## src/rtl/tlb_pkg.sv

```systemverilog
package tlb_pkg;

  typedef enum logic [1:0] {
    PG_4K = 2'd0,
    PG_2M = 2'd1,
    PG_1G = 2'd2
  } pg_size_e;

  localparam int unsigned LVL_BITS = 9;

  // number of low page-number bits that a page of this size leaves to the offset
  function automatic int unsigned low_vpn_bits(pg_size_e s);
    case (s)
      PG_2M:   return LVL_BITS;
      PG_1G:   return 2 * LVL_BITS;
      default: return 0;
    endcase
  endfunction

  // the larger of two sizes (used for overlap tests)
  function automatic pg_size_e larger(pg_size_e a, pg_size_e b);
    return (low_vpn_bits(a) >= low_vpn_bits(b)) ? a : b;
  endfunction

endpackage

```

## src/rtl/tlb_slot_cmp.sv

```systemverilog
module tlb_slot_cmp
  import tlb_pkg::*;
#(
  parameter int PID_W = 8,
  parameter int VPN_W = 36
) (
  input  logic             e_valid,
  input  logic [PID_W-1:0] e_pid,
  input  logic [VPN_W-1:0] e_vpn,
  input  pg_size_e         e_size,
  input  logic [PID_W-1:0] lk_pid,
  input  logic [VPN_W-1:0] lk_vpn,
  input  logic [PID_W-1:0] pg_pid,
  input  logic [VPN_W-1:0] pg_vpn,
  input  logic [PID_W-1:0] fl_pid,
  input  logic [VPN_W-1:0] fl_vpn,
  input  pg_size_e         fl_size,
  output logic             lk_hit,
  output logic             pg_hit,
  output logic             fl_ovl
);

  function automatic logic [VPN_W-1:0] vpn_mask(pg_size_e s);
    return {VPN_W{1'b1}} << low_vpn_bits(s);
  endfunction

  function automatic logic same_page(logic [VPN_W-1:0] a, logic [VPN_W-1:0] b,
                                     pg_size_e s);
    return ((a ^ b) & vpn_mask(s)) == '0;
  endfunction

  assign lk_hit = e_valid && (e_pid == lk_pid) && same_page(e_vpn, lk_vpn, e_size);
  assign pg_hit = e_valid && (e_pid == pg_pid) && same_page(e_vpn, pg_vpn, e_size);
  assign fl_ovl = e_valid && (e_pid == fl_pid) &&
                  same_page(e_vpn, fl_vpn, larger(e_size, fl_size));

endmodule

```

## src/rtl/tlb_victim.sv

```systemverilog
module tlb_victim #(
  parameter int N = 16,
  localparam int IDX_W = (N > 1) ? $clog2(N) : 1
) (
  input  logic             clk,
  input  logic             rst_n,
  input  logic [N-1:0]     valid_mid,
  input  logic             fill_go,
  output logic [IDX_W-1:0] fill_idx,
  output logic             used_rr
);

  logic [IDX_W-1:0] rr_ptr;
  logic [IDX_W-1:0] free_idx;
  logic             free_found;

  always_comb begin
    free_idx   = '0;
    free_found = 1'b0;
    for (int i = N - 1; i >= 0; i--) begin
      if (!valid_mid[i]) begin
        free_idx   = IDX_W'(i);
        free_found = 1'b1;
      end
    end
  end

  assign used_rr  = !free_found;
  assign fill_idx = free_found ? free_idx : rr_ptr;

  always_ff @(posedge clk or negedge rst_n) begin
    if (!rst_n) begin
      rr_ptr <= '0;
    end else if (fill_go && used_rr) begin
      rr_ptr <= (rr_ptr == IDX_W'(N - 1)) ? '0 : rr_ptr + 1'b1;
    end
  end

endmodule

```

## src/rtl/tlb_tagged.sv

```systemverilog
module tlb_tagged
  import tlb_pkg::*;
#(
  parameter int ENTRIES = 16,
  parameter int VA_W    = 48,
  parameter int PA_W    = 40,
  parameter int PID_W   = 8,
  parameter int PERM_W  = 3,
  localparam int OFF_W  = 12,
  localparam int VPN_W  = VA_W - OFF_W,
  localparam int PPN_W  = PA_W - OFF_W,
  localparam int IDX_W  = (ENTRIES > 1) ? $clog2(ENTRIES) : 1
) (
  input  logic              clk,
  input  logic              rst_n,
  input  logic              lk_valid,
  input  logic [VA_W-1:0]   lk_vaddr,
  input  logic [PID_W-1:0]  lk_pid,
  output logic              rsp_valid,
  output logic              rsp_hit,
  output logic [PA_W-1:0]   rsp_paddr,
  output logic [PERM_W-1:0] rsp_perm,
  input  logic              fill_valid,
  input  logic [PID_W-1:0]  fill_pid,
  input  logic [VPN_W-1:0]  fill_vpn,
  input  logic [PPN_W-1:0]  fill_ppn,
  input  logic [1:0]        fill_size,
  input  logic [PERM_W-1:0] fill_perm,
  input  logic              purge_one,
  input  logic              purge_all,
  input  logic [PID_W-1:0]  purge_pid,
  input  logic [VPN_W-1:0]  purge_vpn
);

  // physical address: stored frame above the page size, request bits below it
  function automatic logic [PA_W-1:0] build_pa(logic [PPN_W-1:0] ppn, pg_size_e s,
                                              logic [VA_W-1:0] va);
    logic [PPN_W-1:0] keep;
    logic [PPN_W-1:0] frame;
    keep  = {PPN_W{1'b1}} << low_vpn_bits(s);
    frame = (ppn & keep) | (va[OFF_W +: PPN_W] & ~keep);
    return {frame, va[OFF_W-1:0]};
  endfunction

  // slot state
  logic [ENTRIES-1:0] valid_q;
  logic [PID_W-1:0]   pid_q  [ENTRIES];
  logic [VPN_W-1:0]   vpn_q  [ENTRIES];
  logic [PPN_W-1:0]   ppn_q  [ENTRIES];
  pg_size_e           size_q [ENTRIES];
  logic [PERM_W-1:0]  perm_q [ENTRIES];

  // named internal events (visible to the checker)
  logic [ENTRIES-1:0] lk_hit_vec;
  logic [ENTRIES-1:0] pg_hit_vec;
  logic [ENTRIES-1:0] fl_ovl_vec;
  logic [ENTRIES-1:0] valid_mid;
  logic [IDX_W-1:0]   fill_idx;
  logic               fill_used_rr;

  pg_size_e fill_size_e;
  assign fill_size_e = pg_size_e'(fill_size);

  logic [VPN_W-1:0] lk_vpn;
  assign lk_vpn = lk_vaddr[VA_W-1:OFF_W];

  for (genvar g = 0; g < ENTRIES; g++) begin : g_slot
    tlb_slot_cmp #(.PID_W(PID_W), .VPN_W(VPN_W)) u_cmp (
      .e_valid (valid_q[g]),
      .e_pid   (pid_q[g]),
      .e_vpn   (vpn_q[g]),
      .e_size  (size_q[g]),
      .lk_pid  (lk_pid),
      .lk_vpn  (lk_vpn),
      .pg_pid  (purge_pid),
      .pg_vpn  (purge_vpn),
      .fl_pid  (fill_pid),
      .fl_vpn  (fill_vpn),
      .fl_size (fill_size_e),
      .lk_hit  (lk_hit_vec[g]),
      .pg_hit  (pg_hit_vec[g]),
      .fl_ovl  (fl_ovl_vec[g])
    );
  end

  // valid bits after purges and overlap eviction, before the new fill lands
  always_comb begin
    valid_mid = valid_q;
    if (purge_all) begin
      valid_mid = '0;
    end else if (purge_one) begin
      valid_mid = valid_mid & ~pg_hit_vec;
    end
    if (fill_valid) begin
      valid_mid = valid_mid & ~fl_ovl_vec;
    end
  end

  tlb_victim #(.N(ENTRIES)) u_victim (
    .clk       (clk),
    .rst_n     (rst_n),
    .valid_mid (valid_mid),
    .fill_go   (fill_valid),
    .fill_idx  (fill_idx),
    .used_rr   (fill_used_rr)
  );

  always_ff @(posedge clk or negedge rst_n) begin
    if (!rst_n) begin
      valid_q <= '0;
      for (int i = 0; i < ENTRIES; i++) begin
        pid_q[i]  <= '0;
        vpn_q[i]  <= '0;
        ppn_q[i]  <= '0;
        size_q[i] <= PG_4K;
        perm_q[i] <= '0;
      end
    end else begin
      valid_q <= valid_mid;
      if (fill_valid) begin
        valid_q[fill_idx] <= 1'b1;
        pid_q[fill_idx]   <= fill_pid;
        vpn_q[fill_idx]   <= fill_vpn;
        ppn_q[fill_idx]   <= fill_ppn;
        size_q[fill_idx]  <= fill_size_e;
        perm_q[fill_idx]  <= fill_perm;
      end
    end
  end

  // select the (single) hitting slot by OR-reduction
  logic [PPN_W-1:0]  sel_ppn;
  logic [1:0]        sel_size;
  logic [PERM_W-1:0] sel_perm;

  always_comb begin
    sel_ppn  = '0;
    sel_size = '0;
    sel_perm = '0;
    for (int i = 0; i < ENTRIES; i++) begin
      if (lk_hit_vec[i]) begin
        sel_ppn  = sel_ppn  | ppn_q[i];
        sel_size = sel_size | size_q[i];
        sel_perm = sel_perm | perm_q[i];
      end
    end
  end

  always_ff @(posedge clk or negedge rst_n) begin
    if (!rst_n) begin
      rsp_valid <= 1'b0;
      rsp_hit   <= 1'b0;
      rsp_paddr <= '0;
      rsp_perm  <= '0;
    end else begin
      rsp_valid <= lk_valid;
      rsp_hit   <= lk_valid && (lk_hit_vec != '0);
      if (lk_valid) begin
        rsp_paddr <= build_pa(sel_ppn, pg_size_e'(sel_size), lk_vaddr);
        rsp_perm  <= sel_perm;
      end
    end
  end

endmodule

```

## config.mk

```make
export PLATFORM = sky130hd
export DESIGN_NAME = tlb_tagged
export DESIGN_NICKNAME = d
export VERILOG_FILES = /design/src/rtl/tlb_pkg.sv /design/src/rtl/tlb_slot_cmp.sv /design/src/rtl/tlb_victim.sv /design/src/rtl/tlb_tagged.sv
export SDC_FILE = /design/constraint.sdc
export NUM_CORES = 2
export LEC_CHECK = 0
export CAP_MARGIN = 20
export CORE_MARGIN = 2
export CORE_UTILIZATION = 45
export CTS_BUF_LIST = sky130_fd_sc_hd__clkbuf_8
export DETAILED_ROUTE_END_ITERATION = 6
export DONT_BUFFER_PORTS = 1
export PLACE_DENSITY = 0.68
export SYNTH_ARGS = -nofsm -noshare
export SYNTH_HDL_FRONTEND = slang
export SYNTH_SLANG_ARGS = --single-unit
```

## constraint.sdc

```tcl
create_clock -name clk -period 4.94 [get_ports clk]
set_clock_uncertainty 0.15 [all_clocks]
set_input_delay 0.247 -clock clk [delete_from_list [all_inputs] [get_ports clk]]
set_output_delay 0.247 -clock clk [all_outputs]
set_load 0.005 [all_outputs]
```

# Yosys cells after proc, flatten, opt, wreduce, memory -nomap -nowiden
# Index checks and enable logic that the tools add are counted.
dict set report totals {
  ff_bits 1297
  output_inout_bits 45
  elab_cells 712
}
dict set report op_classes {
  add_sub_neg 1
  n_lt_le_gt_ge 20
  eq_ne 117
  n_shift 33
  muxes 154
  bitwise_logic 151
  n_reduce_logical 150
}
# operator count
set ops {}
lappend ops {{AND 36 bit} 48}
lappend ops {{zero test 36 bit} 48}
lappend ops {{XOR 36 bit} 48}
lappend ops {{left shift 36 x 5 -> 36 bit (first input constant)} 32}
lappend ops {{bitwise mux 576 bit} 1}
lappend ops {{2-to-1 mux 28 bit} 17}
lappend ops {{bitwise mux 448 bit} 1}
lappend ops {{greater-or-equal comparator 5 x 32 -> 1 bit} 14}
lappend ops {{OR 28 bit} 16}
lappend ops {{equality test 8 bit} 48}
lappend ops {{case mux 5 bit (2 select lines)} 34}
lappend ops {{demux 36 bit (select 4 bit)} 1}
lappend ops {{bitwise mux 128 bit} 1}
lappend ops {{demux 28 bit (select 4 bit)} 1}
lappend ops {{logical AND 1 bit} 100}
lappend ops {{2-to-1 mux 4 bit} 18}
lappend ops {{equality test 2 x 1 -> 1 bit (second input constant)} 34}
lappend ops {{equality test 2 bit (second input constant)} 34}
lappend ops {{2-to-1 mux 2 bit} 33}
lappend ops {{2-to-1 mux 16 bit} 4}
lappend ops {{AND 28 bit} 2}
lappend ops {{2-to-1 mux 3 bit} 17}
lappend ops {{bitwise mux 48 bit} 1}
lappend ops {{OR 3 bit} 15}
lappend ops {{25 further kinds} 58}

# Depth between registers and ports, before layout
dict set report logic_depth {
  depth_word 44
  ltp_mapped 23
  mapped_depth_nobuf 20
}

# Hierarchy
# From an unflattened synthesis, not the netlist that was laid out.
dict set report unflattened {
  hier_cells 6636
  area_unflattened_um2 78078.6
}
# module instances cells_each area_each_um2
set by_module_without_submodules {}
lappend by_module_without_submodules {tlb_tagged 1 3320 51330.5}
lappend by_module_without_submodules {{tlb_slot_cmp (g_slot[0].u_cmp ...)} 15 204 1647.8}
lappend by_module_without_submodules {{tlb_slot_cmp (g_slot[9].u_cmp)} 1 204 1641.6}
lappend by_module_without_submodules {tlb_victim 1 52 389.1}

# Worst setup path after synthesis
# No wires, ideal clock.
dict set report synth_path {
  path_type {input -> register}
  startpoint {input fill_size[1]}
  endpoint {register vpn_q[509] (netlist name)}
  setup_ns 0.125
  arrival_ns 5.305
  path_slack_ns -0.640
  stages 23
  cell_sequence {clkbuf_1 > nand2b_1 > inv_1 > ha_1 > o21a_1 > nor2_1 > nand2_1 > o21ai_0 > inv_1 > ha_1 > a41oi_1 > a2111oi_0 > a31oi_1 > nand2b_1 > or4_1 > buf_2 > or3_4 > a311oi_4 > and3_1 > buf_2 > buf_4 > buf_6 > mux2_2}
}
dict set report synth_via {
  elab_chain_cells 36
  elab_cells_between_ends 190
  cone_classes {order compare: 18; eq/ne: 34; shift: 16; mux: 70; bitwise: 19; reduce/logical: 33}
}
# item line
set synth_lines {}
lappend synth_lines {{start, declared} tlb_tagged.sv:27} ;# input logic [1:0] fill_size,
lappend synth_lines {{branches (longest 10 deep; another with greater-or-equal comparator 5 x 32 -> 1 bit)} -}
lappend synth_lines {{inverter 16 bit *} tlb_tagged.sv:95} ;# valid_mid = valid_mid & ~fl_ovl_vec;
lappend synth_lines {{AND 16 bit *} tlb_tagged.sv:95}
lappend synth_lines {{2-to-1 mux 16 bit *} tlb_tagged.sv:94} ;# if (fill_valid) begin
lappend synth_lines {{2-to-1 mux 4 bit / 2-to-1 mux 1 bit (equally long branches) (16 in series)} tlb_victim.sv:21} ;# if (!valid_mid[i]) begin
lappend synth_lines {{2-to-1 mux 4 bit *} tlb_victim.sv:29} ;# assign fill_idx = free_found ? free_idx : rr_ptr;
lappend synth_lines {{inverter 4 -> 5 bit (not written as such) *} tlb_tagged.sv:123} ;# vpn_q[fill_idx] <= fill_vpn;
lappend synth_lines {{greater-or-equal comparator 5 bit (not written as such) / less-than comparator 5 x 1 -> 1 bit (equally long branches)} tlb_tagged.sv:123}
lappend synth_lines {{logical AND 1 bit (not written as such)} tlb_tagged.sv:123}
lappend synth_lines {{2-to-1 mux 36 bit (not written as such)} tlb_tagged.sv:123}
lappend synth_lines {{demux 36 bit (select 4 bit) *} tlb_tagged.sv:123}
lappend synth_lines {{bitwise mux 576 bit *} tlb_tagged.sv:123}
lappend synth_lines {{end signal, assigned by index} tlb_tagged.sv:123}
lappend synth_lines {{end, declared} tlb_tagged.sv:48} ;# logic [VPN_W-1:0] vpn_q [ENTRIES];
# Every way passes the cells marked *.
# A chain may end at the register's enable or synchronous reset.

# Final worst setup path
dict set report layout_path {
  startpoint {register size_q[13] (netlist name)}
  endpoint {register ppn_q[21] (netlist name)}
}
dict set report layout_via {
  elab_chain_cells 30
  elab_cells_between_ends 51
  cone_classes {order compare: 3; eq/ne: 4; shift: 2; mux: 30; bitwise: 7; reduce/logical: 5}
}
# item line
set layout_lines {}
lappend layout_lines {{start, declared} tlb_tagged.sv:50} ;# pg_size_e size_q [ENTRIES];
lappend layout_lines {{start signal, assigned by index} tlb_tagged.sv:125} ;# size_q[fill_idx] <= fill_size_e;
lappend layout_lines {{equality test 2 bit / equality test 2 x 1 -> 1 bit (equally long branches)} tlb_pkg.sv:13} ;# case (s)
lappend layout_lines {{case mux 5 bit (2 select lines)} tlb_pkg.sv:13}
lappend layout_lines {{greater-or-equal comparator 5 x 32 -> 1 bit} tlb_pkg.sv:22} ;# return (low_vpn_bits(a) >= low_vpn_bits(b)) ? a : b;
lappend layout_lines {{2-to-1 mux 2 bit} tlb_pkg.sv:22}
lappend layout_lines {{equality test 2 bit / equality test 2 x 1 -> 1 bit (equally long branches)} tlb_pkg.sv:13}
lappend layout_lines {{case mux 5 bit (2 select lines)} tlb_pkg.sv:13}
lappend layout_lines {{left shift 36 x 5 -> 36 bit} tlb_slot_cmp.sv:24} ;# return {VPN_W{1'b1}} << low_vpn_bits(s);
lappend layout_lines {{AND 36 bit} tlb_slot_cmp.sv:29} ;# return ((a ^ b) & vpn_mask(s)) == '0;
lappend layout_lines {{(+5 left out)} -}
lappend layout_lines {{2-to-1 mux 4 bit / 2-to-1 mux 1 bit (equally long branches) (10 in series)} tlb_victim.sv:21}
lappend layout_lines {{2-to-1 mux 4 bit *} tlb_victim.sv:29}
lappend layout_lines {{inverter 4 -> 5 bit (not written as such) *} tlb_tagged.sv:124} ;# ppn_q[fill_idx] <= fill_ppn;
lappend layout_lines {{greater-or-equal comparator 5 bit (not written as such) / less-than comparator 5 x 1 -> 1 bit (equally long branches)} tlb_tagged.sv:124}
lappend layout_lines {{logical AND 1 bit (not written as such)} tlb_tagged.sv:124}
lappend layout_lines {{2-to-1 mux 28 bit (not written as such)} tlb_tagged.sv:124}
lappend layout_lines {{demux 28 bit (select 4 bit) *} tlb_tagged.sv:124}
lappend layout_lines {{bitwise mux 448 bit *} tlb_tagged.sv:124}
lappend layout_lines {{end signal, assigned by index} tlb_tagged.sv:124}
lappend layout_lines {{end, declared} tlb_tagged.sv:49} ;# logic [PPN_W-1:0] ppn_q [ENTRIES];
# Mark *: on every way between the ends. The rest lies on a longest branch, timed or not.

==> summary.txt <==
Route
  – Met3 routed WL: 51700 um
  – Iteration-0 DRC Markers: 9759
  – DRC: 46
  – WL met2: 143000 um
  – Via count: 65.2k
  – Routed Antenna Nets: 0
  – M1 WL: 124000 um
  – Aggregate routed wire length: 352000 um
  – Vias per Instance: 6.55
  – Highest routed metal layer: met5
  – Post-DR wirelength/cell: 35.4 um
  – DRT Pass-1 Iters: 7

Final layout
  – Register area: 0.0325 sq mm
  – Area Overhead vs Synth: 21.9%
  – # fillers: 14.5k
  – Layout cell share with drive strength beyond 1: 0.315
  – Most frequent cells in the layout: xnor2_1 (1494), dfrtp_1 (1294), mux2_2 (859)
  – Design area: 0.0971 sq mm
  – Commonest non-fill, non-tap cell in the layout: xnor2_1
  – Nets: 7743
  – Multi-input gate area: 0.0464 sq mm
  – Non-filler cells, final: 9946

Logic synthesis
  – Post-synth EDFFs: 0
  – Netlist cell types: 72
  – YS warnings: 0
  – Predominant post-synthesis flop cell: dfrtp_1
  – Synthesized area: 0.0797 sq mm
  – Synth Net Count: 7287
  – Synthesized area per cell: 11.4 sq um
  – Sequential fraction of the synthesis area: 0.407
  – Mapped Cells: 6971
  – Register bit total from synthesis: 1297
  – FFs w/ async S/R, synth: 1.00

Global route
  – GR Overflow Total: 0
  – Initial antenna violation count: 30
  – Vias in the first global route: 63.2k
  – Largest net degree at the start of global routing: 244
  – First-pass GRT wire length: 473000 um
  – GRT Util Overall: 0.368

Floorplanning
  – Core ar.: 0.176 sq mm
  – Die W: 425 um
  – Top Ports: 228
  – Die ar.: 0.180 sq mm
  – Num rows: 154
  – Initial Utilization: 0.453
  – Die H: 425 um

STA
  – Final hold violation count: 1
  – Max Fclk: 0.181 GHz
  – Crit share post-route: 1.12
  – PnR worst setup slack: -0.595 ns
  – Setup violations, final: 1256
  – RSZ-0062 raised after global routing: yes
  – Final slew viol count: 0
  – Least-Margin Pin Slew: 1.36 ns
  – Clock period minus worst slack: 5.54 ns
  – Slew HR: 0.0934
  – Worst hold slack: -0.000165 ns

Critical path
  – Critical-path top delay cell: or4_4
  – Crit path kind: register to register
  – Reg2reg end: ppn_q[21]
  – Setup crit start kind: register
  – Critical Path RT: 5.67 ns
  – CP Depth: 24
  – Reg2Reg Depth: 24
  – Critical Path End: ppn_q[21]
  – Critical Path AT: 6.26 ns
  – R2r setup slk: -0.60 ns
  – Critical R2R Launch: size_q[13]
  – Most used cell, CP: buf_12
  – Family with the most delay on the worst path: simple AND/OR/NAND/NOR gates
  – CP peak stage delay: 0.58 ns
  – WP buf/inv: 9
  – Worst-path maximum fanout: 8
  – Critical path startpoint: size_q[13]
  – Crit. End Element: register
  – CP Cell Sequence: buf_4 -> ha_2 -> ha_4 -> o21a_1 -> nor2_4 -> buf_4 -> o21ai_4 -> inv_2 -> buf_4 -> ha_4 -> a31oi_4 -> nor4_4 -> nand4_1 -> nand4_1 -> or4_4 -> or3_4 -> a311oi_4 -> buf_12 -> buf_12 -> buf_6 -> nand3_4 -> buf_12 -> buf_12 -> mux2_4

Run status
  – Failing checks: design-rule violations, negative hold slack, negative setup slack
  – Status: complete, but fails checks

Clock tree
  – Insertion delay to the later sink of the worst-skew pair: 1.08 ns
  – H-tree levels: 4
  – # clock sinks: 1297
  – Worst-path clk slew: 0.06 ns
  – Root buffer cell: clkbuf_8
  – CTS max path bufs: 3
  – CTS tree: yes
  – Num CTS Buffers: 224

Power
  – VDD IR-drop max: 0.000303 V
  – PD cells: 278 mW/mm^2
  – Switching share of power: 0.292
  – Switching power: 7.89 mW
  – Combinational power share: 0.171
  – Int Power: 19.1 mW
  – Leakage power: 43.3 nW
  – Clock power share: 0.389
  – Flop pwr share: 0.440

Place
  – Placed Cells: 9116
  – Placed wire-length estimate: 183000 um
  – Placed Instance Area: 0.0837 sq mm
  – PortBufs: 0
  – Global placement routability congestion: 0.975

Job
  – Maxcap violations: 0

Min path
  – Hold Path Class: primary input to register
==> stage by stage <==
step / setup TNS, ns / utilization / hold WS [ns] / worst slack (ns) / total power [mW]
floorplan: -17.83 / - / -0.199 / -0.183 / 14.7
global placement: -1578.60 / 0.475 / -0.189 / -1.50 / 15.2
detailed placement: -1122.97 / 0.475 / -0.188 / -1.04 / 15.3
CTS: -216.40 / 0.532 / 0.000650 / -0.276 / 26.6
global route: -543.14 / 0.551 / 0.0453 / -0.578 / 27.8
finish: -538.46 / 0.552 / -0.000165 / -0.595 / 27.0
==> power groups by stage <==
| stage | Combinational [mW] | Sequential (mW) | Clock (mW) |
|---|---|---|---|
| after CTS | 4.28 | 11.8 | 10.5 |
| after global routing | 4.83 | 11.9 | 11.0 |
| after detailed placement | 3.30 | 12.0 | 0 |
| after floorplan | 2.83 | 11.9 | 0 |
| final | 4.61 | 11.9 | 10.5 |
| after global placement | 3.21 | 12.0 | 0 |
==> cell families after synthesis <==
family | Yosys count | synth area share
buf+inv | 689 | 0.0437
flops | 1297 | 0.407
compound gates | 568 | 0.0527
fa+ha+maj | 133 | 0.0209
simple gates | 919 | 0.0648
xor+xnor | 2113 | 0.232
mux | 1252 | 0.179
==> worst min path at each step <==
stage / depth (start not counted) / to / slack, ns / startpoint
final: 7 / valid_q[4] / -0.0002 / fill_valid
after global routing: 3 / rsp_paddr[38] / 0.05 / lk_vaddr[38]
after CTS: 7 / valid_q[9] / 0.0006 / fill_vpn[2]
after detailed placement: 0 / vpn_q[358] / -0.19 / rst_n
after global placement: 0 / vpn_q[356] / -0.19 / rst_n
after floorplan: 0 / perm_q[0] / -0.20 / rst_n
==> worst register-to-register path: cells and delay by family, from the launching register on <==
family / cells / cell delay (ns)
AOI/OAI and AO/OA: 4 / 1.00
adders and majority gates: 3 / 0.62
buffers and inverters: 9 / 1.25
DFF: 1 / 0.40
muxes: 1 / 0.30
and+or+nand+nor: 7 / 1.72
==> sequential cells by signal, indices dropped and copies added, names as in the netlist <==
| name | cells |
|---|---|
| rsp_paddr | 40 |
| valid_q | 16 |
| pid_q | 128 |
| perm_q | 48 |
| rsp_perm | 3 |
| u_victim.rr_ptr | 4 |
| rsp_hit | 1 |
| ppn_q | 448 |
| size_q | 32 |
| vpn_q | 576 |
| rsp_valid | 1 |
==> layer usage <==
metal	vias up	GRT usage
met1	32700	0.456
li1	25400	-
met4	28	0.269
met3	1742	0.135
met5	-	0.00820
met2	5301	0.522
==> synth_stat cells (71+ instances only) <==
| library cell | instances | area, sq um |
|---|---|---|
| a22oi_1 | 121 | 908 |
| dfrtp_1 | 1297 | 32500 |
| inv_1 | 99 | 372 |
| nand4_1 | 362 | 2260 |
| a21oi_1 | 71 | 355 |
| buf_2 | 165 | 826 |
| nor3_1 | 72 | 360 |
| mux2_2 | 1179 | 13300 |
| xor2_1 | 619 | 5420 |
| ha_1 | 133 | 1660 |
| o21ai_0 | 87 | 435 |
| nand2_1 | 142 | 533 |
| buf_4 | 123 | 923 |
| xnor2_1 | 1494 | 13100 |
| nor4_1 | 176 | 1100 |
| nand3_1 | 80 | 400 |
| clkbuf_1 | 254 | 953 |
==> area by class of cell <==
type / instances / area share
well taps: 2340 / 0.0301
inverters: 100 / 0.00390
clock buffers: 285 / 0.0404
clock inverters: 108 / 0.00806
diodes: 12 / 0.000309
repair buffers: 819 / 0.105
flip-flops and latches: 1297 / 0.334
multi-input cells: 4985 / 0.478
==> repair_timing <==
action | CTS | global route
endpoints found under the hold margin | 1942 | 0
endpoints found under the setup margin | 1257 | 1277
hold buffers | 235 | 0
buffers inserted | 57 | 65
gates cloned | 28 | 45
resized for setup | 221 | 434
pin swaps | 41 | 50
Power figures use the tool's default switching activity.
